## src/rtl/audctl_pkg.sv

```systemverilog
package audctl_pkg;

    localparam int VOL_W  = 6;
    localparam int BYTE_W = 8;
    localparam int CNT_W  = $clog2(BYTE_W + 1);

    typedef enum logic [2:0] {
        PH_IDLE,
        PH_ADDR,
        PH_ACKA,
        PH_DATA,
        PH_ACKD,
        PH_SKIP
    } bus_phase_e;

    typedef struct packed {
        logic left_off;
        logic bias_off;
        logic pump_only;
        logic mute_l;
        logic right_off;
        logic mute_r;
    } mode_t;

    typedef struct packed {
        logic             shdn;
        logic [VOL_W-1:0] code;
    } vol_t;

    typedef struct packed {
        logic             left_en;
        logic             right_en;
        logic             mono_sum;
        logic             pump_en;
        logic             bias_en;
        logic             mute_l;
        logic             mute_r;
        logic [VOL_W-1:0] vol;
    } ctrl_t;

    localparam mode_t MODE_RST = '0;
    localparam vol_t  VOL_RST  = '{shdn: 1'b1, code: '0};

    // priority: global shutdown, then pump-only, then per-channel bits
    function automatic ctrl_t decode_ctrl(mode_t m, vol_t v);
        ctrl_t c;
        c        = '0;
        c.mute_l = m.mute_l;
        c.mute_r = m.mute_r;
        c.vol    = v.code;
        if (!v.shdn) begin
            c.pump_en = 1'b1;
            if (!m.pump_only) begin
                c.bias_en  = !m.bias_off;
                c.left_en  = !m.left_off;
                c.right_en = !m.right_off;
                c.mono_sum = m.right_off && !m.left_off;
            end
        end
        return c;
    endfunction

endpackage

```

## src/rtl/audctl_bus_sync.sv

```systemverilog
module audctl_bus_sync #(
    parameter int LINES  = 2,
    parameter int STAGES = 2
) (
    input  logic             clk,
    input  logic             rst,
    input  logic [LINES-1:0] din,
    output logic [LINES-1:0] dout
);
    for (genvar g = 0; g < LINES; g++) begin : g_line
        logic [STAGES-1:0] chain;
        always_ff @(posedge clk) begin
            if (rst) chain <= '1;
            else     chain <= {chain[STAGES-2:0], din[g]};
        end
        assign dout[g] = chain[STAGES-1];
    end
endmodule

```

## src/rtl/audctl_wr_engine.sv

```systemverilog
module audctl_wr_engine
    import audctl_pkg::*;
#(
    parameter logic [6:0] DEV_ADDR = 7'b1100000
) (
    input  logic              clk,
    input  logic              rst,
    input  logic              scl_s,
    input  logic              sda_s,
    output logic              sda_pull,
    output logic              wr_en,
    output logic [BYTE_W-1:0] rx_byte,
    output bus_phase_e        ph
);
    logic             scl_p, sda_p;
    logic [CNT_W-1:0] bit_cnt;
    logic             ack_hi;
    logic             scl_rise, scl_fall, bus_start, bus_stop;

    assign scl_rise  = scl_s && !scl_p;
    assign scl_fall  = !scl_s && scl_p;
    assign bus_start = scl_s && scl_p && sda_p && !sda_s;
    assign bus_stop  = scl_s && scl_p && !sda_p && sda_s;

    always_ff @(posedge clk) begin
        if (rst) begin
            scl_p    <= 1'b1;
            sda_p    <= 1'b1;
            ph       <= PH_IDLE;
            bit_cnt  <= '0;
            rx_byte  <= '0;
            ack_hi   <= 1'b0;
            sda_pull <= 1'b0;
            wr_en    <= 1'b0;
        end else begin
            scl_p <= scl_s;
            sda_p <= sda_s;
            wr_en <= 1'b0;
            if (bus_start) begin
                ph       <= PH_ADDR;
                bit_cnt  <= '0;
                sda_pull <= 1'b0;
            end else if (bus_stop) begin
                ph       <= PH_IDLE;
                sda_pull <= 1'b0;
            end else begin
                case (ph)
                    PH_ADDR, PH_DATA: begin
                        if (scl_rise && bit_cnt < CNT_W'(BYTE_W)) begin
                            rx_byte <= {rx_byte[BYTE_W-2:0], sda_s};
                            bit_cnt <= bit_cnt + 1'b1;
                        end else if (scl_fall && bit_cnt == CNT_W'(BYTE_W)) begin
                            bit_cnt <= '0;
                            ack_hi  <= 1'b0;
                            if (ph == PH_DATA) begin
                                ph       <= PH_ACKD;
                                sda_pull <= 1'b1;
                            end else if (rx_byte == {DEV_ADDR, 1'b0}) begin
                                ph       <= PH_ACKA;
                                sda_pull <= 1'b1;
                            end else begin
                                ph <= PH_SKIP;
                            end
                        end
                    end
                    PH_ACKA, PH_ACKD: begin
                        if (scl_rise) begin
                            ack_hi <= 1'b1;
                        end else if (scl_fall && ack_hi) begin
                            sda_pull <= 1'b0;
                            if (ph == PH_ACKA) begin
                                ph <= PH_DATA;
                            end else begin
                                ph    <= PH_SKIP;
                                wr_en <= 1'b1;
                            end
                        end
                    end
                    default: ;
                endcase
            end
        end
    end
endmodule

```

## src/rtl/audctl_regs.sv

```systemverilog
module audctl_regs
    import audctl_pkg::*;
(
    input  logic              clk,
    input  logic              rst,
    input  logic              wr_en,
    input  logic [BYTE_W-1:0] wr_byte,
    output mode_t             mode_q,
    output vol_t              vol_q,
    output ctrl_t             ctrl
);
    always_ff @(posedge clk) begin
        if (rst) begin
            mode_q <= MODE_RST;
            vol_q  <= VOL_RST;
        end else if (wr_en) begin
            if (wr_byte[BYTE_W-1]) begin
                vol_q <= '{shdn: wr_byte[6], code: wr_byte[VOL_W-1:0]};
            end else begin
                mode_q <= '{left_off:  wr_byte[6],
                            bias_off:  wr_byte[5],
                            pump_only: wr_byte[4],
                            mute_l:    wr_byte[2],
                            right_off: wr_byte[1],
                            mute_r:    wr_byte[0]};
            end
        end
    end

    assign ctrl = decode_ctrl(mode_q, vol_q);
endmodule

```

## src/rtl/audctl_i2c_slave.sv

```systemverilog
module audctl_i2c_slave
    import audctl_pkg::*;
#(
    parameter logic [6:0] DEV_ADDR    = 7'b1100000,
    parameter int         SYNC_STAGES = 2
) (
    input  logic             clk,
    input  logic             rst,
    input  logic             scl_i,
    input  logic             sda_i,
    output logic             sda_pull_o,
    output logic             left_en_o,
    output logic             right_en_o,
    output logic             mono_sum_o,
    output logic             pump_en_o,
    output logic             bias_en_o,
    output logic             mute_left_o,
    output logic             mute_right_o,
    output logic [VOL_W-1:0] vol_code_o
);
    logic [1:0]        bus_s;
    logic              wr_en_w;
    logic [BYTE_W-1:0] rx_byte_w;
    bus_phase_e        ph_w;
    mode_t             mode_q_w;
    vol_t              vol_q_w;
    ctrl_t             ctrl_w;

    audctl_bus_sync #(.LINES(2), .STAGES(SYNC_STAGES)) sync_i (
        .clk (clk),
        .rst (rst),
        .din ({scl_i, sda_i}),
        .dout(bus_s)
    );

    audctl_wr_engine #(.DEV_ADDR(DEV_ADDR)) eng_i (
        .clk     (clk),
        .rst     (rst),
        .scl_s   (bus_s[1]),
        .sda_s   (bus_s[0]),
        .sda_pull(sda_pull_o),
        .wr_en   (wr_en_w),
        .rx_byte (rx_byte_w),
        .ph      (ph_w)
    );

    audctl_regs regs_i (
        .clk    (clk),
        .rst    (rst),
        .wr_en  (wr_en_w),
        .wr_byte(rx_byte_w),
        .mode_q (mode_q_w),
        .vol_q  (vol_q_w),
        .ctrl   (ctrl_w)
    );

    assign left_en_o    = ctrl_w.left_en;
    assign right_en_o   = ctrl_w.right_en;
    assign mono_sum_o   = ctrl_w.mono_sum;
    assign pump_en_o    = ctrl_w.pump_en;
    assign bias_en_o    = ctrl_w.bias_en;
    assign mute_left_o  = ctrl_w.mute_l;
    assign mute_right_o = ctrl_w.mute_r;
    assign vol_code_o   = ctrl_w.vol;
endmodule

```

## config.mk

```make
export PLATFORM = sky130hd
export DESIGN_NAME = audctl_i2c_slave
export DESIGN_NICKNAME = d
export VERILOG_FILES = /design/src/rtl/audctl_pkg.sv /design/src/rtl/audctl_bus_sync.sv /design/src/rtl/audctl_wr_engine.sv /design/src/rtl/audctl_regs.sv /design/src/rtl/audctl_i2c_slave.sv
export SDC_FILE = /design/constraint.sdc
export NUM_CORES = 1
export LEC_CHECK = 0
export ABC_CLOCK_PERIOD_IN_PS = 4200
export BUFFER_PORTS_ARGS = -buffer_cell sky130_fd_sc_hd__buf_2
export CORE_MARGIN = 10
export CORE_UTILIZATION = 60
export DETAILED_ROUTE_END_ITERATION = 10
export PLACE_DENSITY = 0.82
export SYNTH_ARGS = -nofsm -noshare
export SYNTH_HDL_FRONTEND = slang
export SYNTH_SLANG_ARGS = --single-unit
```

## constraint.sdc

```tcl
create_clock -name clk -period 4.2 [get_ports clk]
set_input_delay 0.63 -clock clk [delete_from_list [all_inputs] [get_ports clk]]
set_output_delay 0.63 -clock clk [all_outputs]
set_load 0.02 [all_outputs]
```

-- Yosys cells after proc, flatten, opt, wreduce, memory -nomap -nowiden
Index checks and enable logic that the tools add are counted.
- input bits: 4
- register bits after elaboration: 37
- word-level logic and storage cells: 103
- magnitude comparators: 1
- reduce and logical (&&, ||, !) cells: 34
- mux-type cells: 27
- bitwise logic cells: 5
- equal/unequal tests: 16
- $add $sub $neg: 1
- operators with widths (kind ; number):
    two-way mux 3 bit ; 8
    two-way mux 1 bit ; 13
    AND reduction 6 bit ; 2
    logical AND 1 bit ; 11
    AND reduction 5 bit ; 2
    equality test 8 bit, second input constant ; 1
    two-way mux 4 bit ; 2
    inequality test 4 x 1 -> 1 bit, second input constant ; 2
    logical NOT 1 bit ; 7
    equality test 3 x 2 -> 1 bit, second input constant ; 2
    inequality test 2 x 1 -> 1 bit, second input constant ; 3
    case mux 3 bit (2 select lines) ; 1
    OR reduction 2 bit ; 3
    OR reduction 6 bit ; 1
    two-way mux 5 bit ; 1
    inverter 1 bit ; 5
    adder 4 x 1 -> 4 bit, second input constant ; 1
    equality test 4 bit, second input constant ; 1
    < comparator 4 bit, second input constant ; 1
    inequality test 2 bit, second input constant ; 2
    inequality test 4 x 2 -> 1 bit, second input constant ; 1
    inequality test 4 bit, second input constant ; 1
    case mux 1 bit (2 select lines) ; 2
    AND reduction 2 bit ; 2
    other kinds (8) ; 9

-- Longest topological paths before layout
Gate-level depths: netlist of the first run.
- depth after elaboration: 8
- gate-level depth with buffers: 7
- depth with buffers taken out: 7

-- By module
A second synthesis of the first run with hierarchy kept.
- cells, all modules: 173
- area total of the unflattened synthesis: 1619.1 um^2
- modules (own cells, without submodules) (module ; cells each ; area an instance (um^2) ; instances ; sequential area each (um^2)):
    audctl_wr_engine ; 100 ; 865.8 ; 1 ; 400.4
    audctl_regs ; 63 ; 633.1 ; 1 ; 260.2
    audctl_bus_sync ; 10 ; 120.1 ; 1 ; 80.1

-- Worst setup path before layout of the first run
No wires, ideal clock.
- path type: reg-to-output
- start point: reg regs_i.mode_q[3] in the netlist's numbering
- end point: out mono_sum_o
- path buffers: 0
- data arrival time: 1.169 ns
- required time: 3.570 ns
- slack: 2.401 ns
- stages on the path, launching flop included: 3
- cells stage by stage: dfxtp_1 -> nor3_1 -> and2_1
- cells in the longest elaborated chain, start to end: 2
- ends and longest elaborated chain (what ; RTL line ; source):
    from (decl) ; audctl_regs.sv:8 ; output mode_t mode_q,
    from (signal assigned) ; audctl_regs.sv:20 ; mode_q <= '{left_off: wr_byte[6],
    two-way mux 3 bit ; audctl_pkg.sv:53 ; if (!m.pump_only) begin
    two-way mux 5 bit ; audctl_pkg.sv:51 ; if (!v.shdn) begin
    to (decl) ; audctl_i2c_slave.sv:14 ; output logic mono_sum_o,
Every way passes these cells.

-- Worst setup path after layout of the first run
- start point: reg eng_i.bit_cnt[0]
- end point: reg eng_i.ph[1]
- cells in the longest elaborated chain, start to end: 4
- ends and longest elaborated chain (what ; RTL line ; source):
    from (decl) ; audctl_wr_engine.sv:16 ; logic [CNT_W-1:0] bit_cnt;
    from (signal assigned) ; audctl_wr_engine.sv:51 ; bit_cnt <= bit_cnt + 1'b1;
    < comparator 4 bit / equality test 4 bit (equally long branches) ; audctl_wr_engine.sv:49, audctl_wr_engine.sv:52 ;
    logical AND 1 bit (on tied branches) ; audctl_wr_engine.sv:49, audctl_wr_engine.sv:52 ;
    inequality test 2 bit (no line) / inequality test 2 x 1 -> 1 bit (equally long branches) ; -- ;
    AND reduction 5 bit (no line) (*) ; -- ;
    to (signal assigned) ; audctl_wr_engine.sv:56 ; ph <= PH_ACKD;
    to (signal assigned) ; audctl_wr_engine.sv:59 ; ph <= PH_ACKA;
    to (signal assigned) ; audctl_wr_engine.sv:62 ; ph <= PH_SKIP;
    to (decl) ; audctl_wr_engine.sv:13 ; output bus_phase_e ph
Every way passes the cells marked *; elsewhere a longest branch is shown, timed or not.
A chain may end at the register's enable or synchronous reset.

==> summary.md, run 1 <==
| Metric | Value |
|---|---|
| GRT Residual Overflow | 0 |
| Syn Inst Count | between 150 and 200 |
| CTS max path bufs | 2 |
| Worst endpoint data arrival time | about 2.2 ns |
| F_max | between 500 and 600 MHz |
| Average detailed-routed wire length per instance | 14.1 um |
| Top-area cell type share of the netlist area | a little under half |
| Drt initial violations | 155 |
| Overall die area | approximately 0.0051 mm2 |
| Crit Path Max Fanout | 8 |
| Worst-case clock skew | between 0.01 and 0.015 ns |
| Layout Nets | around 190 |
| Number of core rows | 18 |
| Total of max-cap violations | 0 |
| Post_cts resized | 0 |
| Hold Crit Class | flop to flop |
| Final hold violation count | 0 |
| Pin count of the biggest net entering global routing | 33 |
| Clock slew at reported path FFs | between 0.1 and 0.15 ns |
| Remaining design rule violation count | 0 |
| Final Max Slew Viols | 0 |
| Width of the die | 71.5 um |
| RSZ-0062 raised after global routing | no |
| Run status | finished, final reports clean |
| First-pass GRT wire length | 5150 um |
| Post-route cell area | between 0.0015 and 0.002 mm2 |
| Category of the critical setup timing path | flop to flop |
| Count of vias placed by the detailed router | approximately 1200 |
| Cell area after placement | 0.00163 mm2 |
| Design Power | slightly above 0.6 mW |
| Mean instance size in the synthesized netlist | about 9.3 um2 |
| Layout Cells excl Fill | between 200 and 250 |
| Critical Path Slowest Stage Cell | nor4b_4 |
| Clock tree from TritonCTS | yes |
| Hold path depth | 1 |
| Area of the core | ~0.0025 mm2 |
| Number of buffers inserted by hold repair at cts | 0 |
| Synthesis-to-layout area growth | 7.00% |
| Synthesized net count | ~180 |
| Number of global-route vias before repair | between 1000 and 1500 |
| Pwr dens | 358 mW/mm2 |
| Post-synth ARST share | 0% |
| Number of optimization iterations in the first detailed-route pass | 6 |
| Setup crit end | eng_i.ph[1] |
| Type of element capturing the critical path | flop |
| Maximum ir drop on the vdd rail | 0.000260 V |
| Fin crit share | a little under half |
| Worst R2R Setup Slack | between 2 and 2.5 ns |
| Crit Reg-Reg Endpoint | eng_i.ph[1] |
| Logic depth of the worst register-to-register path | 7 |
| Detailed Route WL | 2980 um |
| Number of post-CTS setup repair buffers | 0 |
| Leakage power figure | slightly above 0.7 nW |
| Cell taking the most area after synthesis | dfxtp_1 |
| Top post-synthesis cells by count | dfxtp_1 (37), nor2_1 (21), mux2i_1 (14) |
| Most used DFF post-synth | dfxtp_1 |
| Post-detailed-placement half-perimeter wirelength | 2180 um |
| Flip-flop and latch count after synthesis | 37 |
| Final-layout setup total negative slack | 0 ns |
| Endpoints failing setup | 0 |
| Startpoint of the most critical register-to-register path | eng_i.bit_cnt[0] |
| Most repeated cell in the gate-level netlist after synthesis | dfxtp_1 |
| Cells traversed along the worst timing path | inv_1 -> ha_1 -> nand3b_1 -> nor4b_4 -> or2_4 -> a21oi_1 -> nor4b_1 |
| Total number of H-tree levels | 2 |
| Placed Cells incl. Taps | a little over 200 |
| CP max stage delay | ~0.46 ns |
| Clock Root Buffer | clkbuf_4 |
| Via density per instance | around 5.7 |
| DRT antenna net count | 0 |
| Top-level port count | 18 |
| Worst-case headroom to the max-slew limit | between 50 and 60% |
| Minimum clock period | around 1.9 ns |
| Kind of start point of the critical path | flop |
| Skew-Pair Late Insertion Delay | about 0.35 ns |
| Combined area of all synthesized cells | 0.00159 mm2 |
| Count of input and output buffers | 17 |
| Number of different library cells in the post-synthesis netlist | 39 |
| Main area contributors after synthesis | dfxtp_1 (47%), mux2i_1 (8.8%), nor2_1 (5.0%) |
| Vertical extent of the die | 71.5 um |
| Slew of the pin with the lowest slew margin | 0.670 ns |
| # diodes | 0 |
| Required arrival time at the worst endpoint | roughly 4.4 ns |
| Worst Setup SP | eng_i.bit_cnt[0] |
| Starting density of the core | a little under two thirds |
| EDFF count, synth | 0 |
| Count of synthesis-stage warnings from yosys | 0 |
| GR Util All Layers | between 10% and 20% |
| Final weighted congestion in routability-driven placement | about 0.82 |
| Sequential element share of the synthesized area | roughly 47% |
| Num CTS Buffers | 5 |
| Initial antenna violation count | 0 |
| Clk sinks | 37 |
| Fraction of layout instances using a drive strength above 1 | between 20% and 30% |
## cell usage in the layout (no fill, tap or decap), types with 2 or more instances in the layout
cell type | Yosys | layout
nand2_1 | 10 | 10
a21oi_1 | 10 | 10
or2_2 | 7 | 7
clkbuf_8 | 0 | 2
clkbuf_4 | 0 | 5
nand3b_1 | 2 | 2
dfxtp_1 | 37 | 37
xnor2_1 | 2 | 2
ha_1 | 2 | 2
nand2b_1 | 2 | 2
nor3_1 | 11 | 11
nand3_1 | 8 | 8
nor2_1 | 21 | 21
a31oi_1 | 3 | 3
mux2i_1 | 14 | 14
inv_1 | 6 | 6
buf_2 | 1 | 17
## registers in the layout, summed over array words and instances, names as in the netlist
register,count
eng_i.ack_hi,1
eng_i.bit_cnt,4
eng_i.ph,3
eng_i.rx_byte,8
eng_i.scl_p,1
eng_i.sda_p,1
eng_i.sda_pull,1
eng_i.wr_en,1
regs_i.ctrl,8
regs_i.mode_q,4
regs_i.vol_q,1
sync_i.g_line.chain,4
## final cells by class
type	count	area (um2)
clock buffers	7	65.1
clock inverters	1	5.00
fillers	203	798
inverters	6	22.5
multi-input cells	113	746
flip-flops and latches	37	741
well taps	30	37.5
repair buffers	17	85.1
## worst min path at each step
stage | slack [ns] | from | to
after floorplan | 0.39 | sync_i.g_line[0].chain[0] | sync_i.g_line[0].chain[1]
after global placement | 0.39 | sync_i.g_line[1].chain[0] | sync_i.g_line[1].chain[1]
after detailed placement | 0.40 | sync_i.g_line[1].chain[0] | sync_i.g_line[1].chain[1]
after CTS | 0.42 | sync_i.g_line[1].chain[0] | sync_i.g_line[1].chain[1]
after global routing | 0.44 | sync_i.g_line[0].chain[0] | sync_i.g_line[0].chain[1]
final | 0.42 | sync_i.g_line[1].chain[0] | sync_i.g_line[1].chain[1]
## through the flow
step	hold slack (ns)	util, %	setup slack, ns
after floorplan	0.389	-	2.40
after global placement	0.393	65.3	2.45
after detailed placement	0.399	65.3	2.31
after global routing	0.436	68.1	2.11
final	0.418	68.1	2.29
after CTS	0.424	68.1	2.30
## routing by layer
metal,share of wire [%],global-route usage (%),up-vias
li1,-,-,603
met1,45,14.2,552
met2,47,19.4,32
met3,6.2,5.79,7
met4,1.7,5.16,0
met5,0,0,-
## worst max-delay path, delay by kind of cell, from the launching register on
kind | cells | cell delay [ns]
DFF | 1 | 0.34
buffers and inverters | 1 | 0.10
and+or+nand+nor | 4 | 1.15
AOI/OAI and AO/OA | 1 | 0.07
adders and majority gates | 1 | 0.15
## cell families after synthesis
kind of cell | synth area share [%]
AND/OR/NAND/NOR | 26.1
XOR/XNOR | 1.65
buffers and inverters | 6.53
multiplexers | 8.81
AO/OA/AOI/OAI | 8.73
adder cells (fa/ha/maj) | 1.57
flip-flops | 46.6
## where the power goes
group | internal [mW] | switching [mW]
Clock | 0.0970 | 0.116
Sequential | 0.356 | 0.00622
Combinational | 0.0158 | 0.0177
Total | 0.469 | 0.140
No activity file was read; power rests on OpenSTA's default activity.
==> run 2: changes to the inputs <==
Settings changed: ABC_CLOCK_PERIOD_IN_PS 4200 to 1700, CORE_UTILIZATION 60 to 51, PLACE_DENSITY 0.82 to 0.74.
Clock period 4.2 ns to 1.7 ns, I/O delays scaled along.
==> run 2 against run 1 <==
Compared with the run above: worst hold slack got worse by 0.33 ns; clock power rose to 3.1 times the previous value; global-route usage fell by 0.37 points; flip-flop and latch count did not move; final cell count rose by 11%; non-clock buffer count rose by 9; setup slack got worse by 2.3 ns; largest power group unchanged.
==> summary.md, run 2 (same netlist as run 1, synthesis figures left out) <==
| Metric | Value |
|---|---|
| Num CTS Buffers | 5 |
| Width of the die | around 76 um |
| Layout Cells excl Fill | ~230 |
| Hold Crit Class | input port to flop |
| Starting density of the core | approximately 53% |
| Most common cell after layout, fill and taps aside | dfxtp_1 |
| Maximum ir drop on the vdd rail | approximately 0.00052 V |
| Vertical extent of the die | ~76 um |
| Number of buffers inserted by hold repair at cts | 0 |
| RSZ-0062 raised after global routing | yes |
| Met3 usage | under 10% |
| Run status | finished, final reports clean |
| Initial antenna violation count | 0 |
| Post-detailed-placement half-perimeter wirelength | approximately 2300 um |
| Type of element capturing the critical path | flop |
| Synthesis-to-layout area growth | 14.5% |
| CTS max path bufs | 2 |
| Total number of H-tree levels | 2 |
| Total of fill cells in the finished design | 279 |
| Skew-Pair Late Insertion Delay | about 0.35 ns |
| Final-layout setup total negative slack | 0 ns |
| Met2 Resource Use GR | a little under a fifth |
| Overall die area | around 0.0058 mm2 |
| Placed Cells incl. Taps | between 200 and 250 |
| First-pass GRT wire length | 5310 um |
| Most frequent cells in the layout | dfxtp_1 (34), nor2_1 (21), buf_2 (17) |
| Top-level port count | 18 |
| Final Max Slew Viols | 0 |
| Worst-case headroom to the max-slew limit | a little over two thirds |
| Clock slew at reported path FFs | 0.11 ns |
| Clock Root Buffer | clkbuf_4 |
| Category of the critical setup timing path | flop to flop |
| GR Util All Layers | ~12% |
| Fraction of layout instances using a drive strength above 1 | between 20% and 30% |
| Kind of start point of the critical path | flop |
| Number of core rows | 20 |
| Clk sinks | 37 |
| Number of post-CTS setup repair buffers | 0 |
| Worst-case clock skew | approximately 0.012 ns |
| Pwr dens | around 900 mW/mm2 |
| Count of vias placed by the detailed router | roughly 1200 |
| Highest-utilization routing layer at the global route stage | met2 |
| Leakage power figure | 0.773 nW |
| Finished Core Util | between 60% and 70% |
| Met1 global-route usage | between 10% and 20% |
| Worst endpoint data arrival time | slightly below 2 ns |
| Number of optimization iterations in the first detailed-route pass | 4 |
| DRT antenna net count | 0 |
| Drt initial violations | 82 |
| Total of max-cap violations | 0 |
| Endpoints failing setup | 0 |
| Cell area after placement | approximately 0.0017 mm2 |
| Layout Nets | just under 200 |
| Final hold violation count | 0 |
| Crit Path Max Fanout | 5 |
| # diodes | 0 |
| Detailed Route WL | roughly 3200 um |
| Via density per instance | approximately 5.3 |
| Required arrival time at the worst endpoint | slightly below 2 ns |
| Number of global-route vias before repair | about 1200 |
| Post-Place Setup Slack | -0.0333 ns |
| Pin count of the biggest net entering global routing | 22 |
| GRT Residual Overflow | 0 |
| Average detailed-routed wire length per instance | approximately 13 um |
| Final-layout worst hold slack | approximately 0.09 ns |
| Slew of the pin with the lowest slew margin | around 0.45 ns |
| Remaining design rule violation count | 0 |
| Post-route cell area | 0.00182 mm2 |
| F_max | 589 MHz |
| Count of input and output buffers | 17 |
| Area of the core | 0.00303 mm2 |
| Fin crit share | about 100% |
| Design Power | roughly 1.6 mW |
| Final weighted congestion in routability-driven placement | ~0.85 |
| Clock tree from TritonCTS | yes |
| Post-route setup slack | ~0.001 ns |
| Minimum clock period | ~1.7 ns |
## run 2: final cells by class
| class | count | area [um2] | share of cell area, % |
|---|---|---|---|
| sequential | 37 | 744 | 40.9 |
| inverter | 6 | 22.5 | 1.24 |
| timing repair buffer | 26 | 153 | 8.38 |
| multi-input combinational | 113 | 757 | 41.6 |
| clock buffer | 6 | 51.3 | 2.82 |
| tap | 44 | 55.1 | 3.02 |
| clock inverter | 2 | 37.5 | 2.06 |
## run 2: final timing paths
kind	from	endpoint	slack [ns]	cells after the start
max reg2reg	eng_i.rx_byte[5]	eng_i.ph[2]	0.001	5
min	scl_i	sync_i.g_line[1].chain[0]	0.09	2
max	eng_i.rx_byte[5]	eng_i.ph[2]	0.001	5
min reg2reg	sync_i.g_line[1].chain[0]	sync_i.g_line[1].chain[1]	0.42	1
## run 2: worst max-delay path: stages (launching register included)
cell	delay, ns
dfxtp_2	0.33
or4_4	0.54
nor4_4	0.25
inv_1	0.09
a221oi_2	0.28
a31oi_1	0.10
## run 2: where the power goes
group | internal (mW) | switching, mW | total [mW] | leakage (nW)
Sequential | 0.879 | 0.0157 | 0.895 | 0.301
Clock | 0.349 | 0.303 | 0.653 | 0.0445
Combinational | 0.0413 | 0.0456 | 0.0869 | 0.427
## run 2: per-layer routing
| layer | part of all wire [%] | wire, um |
|---|---|---|
| met2 | 49 | 1550 |
| met4 | 1.1 | 36 |
| met1 | 45 | 1420 |
| met5 | 0 | 0 |
| met3 | 4.6 | 144 |
## run 2: what timing repair did
item | in CTS | in global routing
setup endpoints to repair | 1 | 3
pin swaps | 1 | 0
resized for setup | 0 | 5
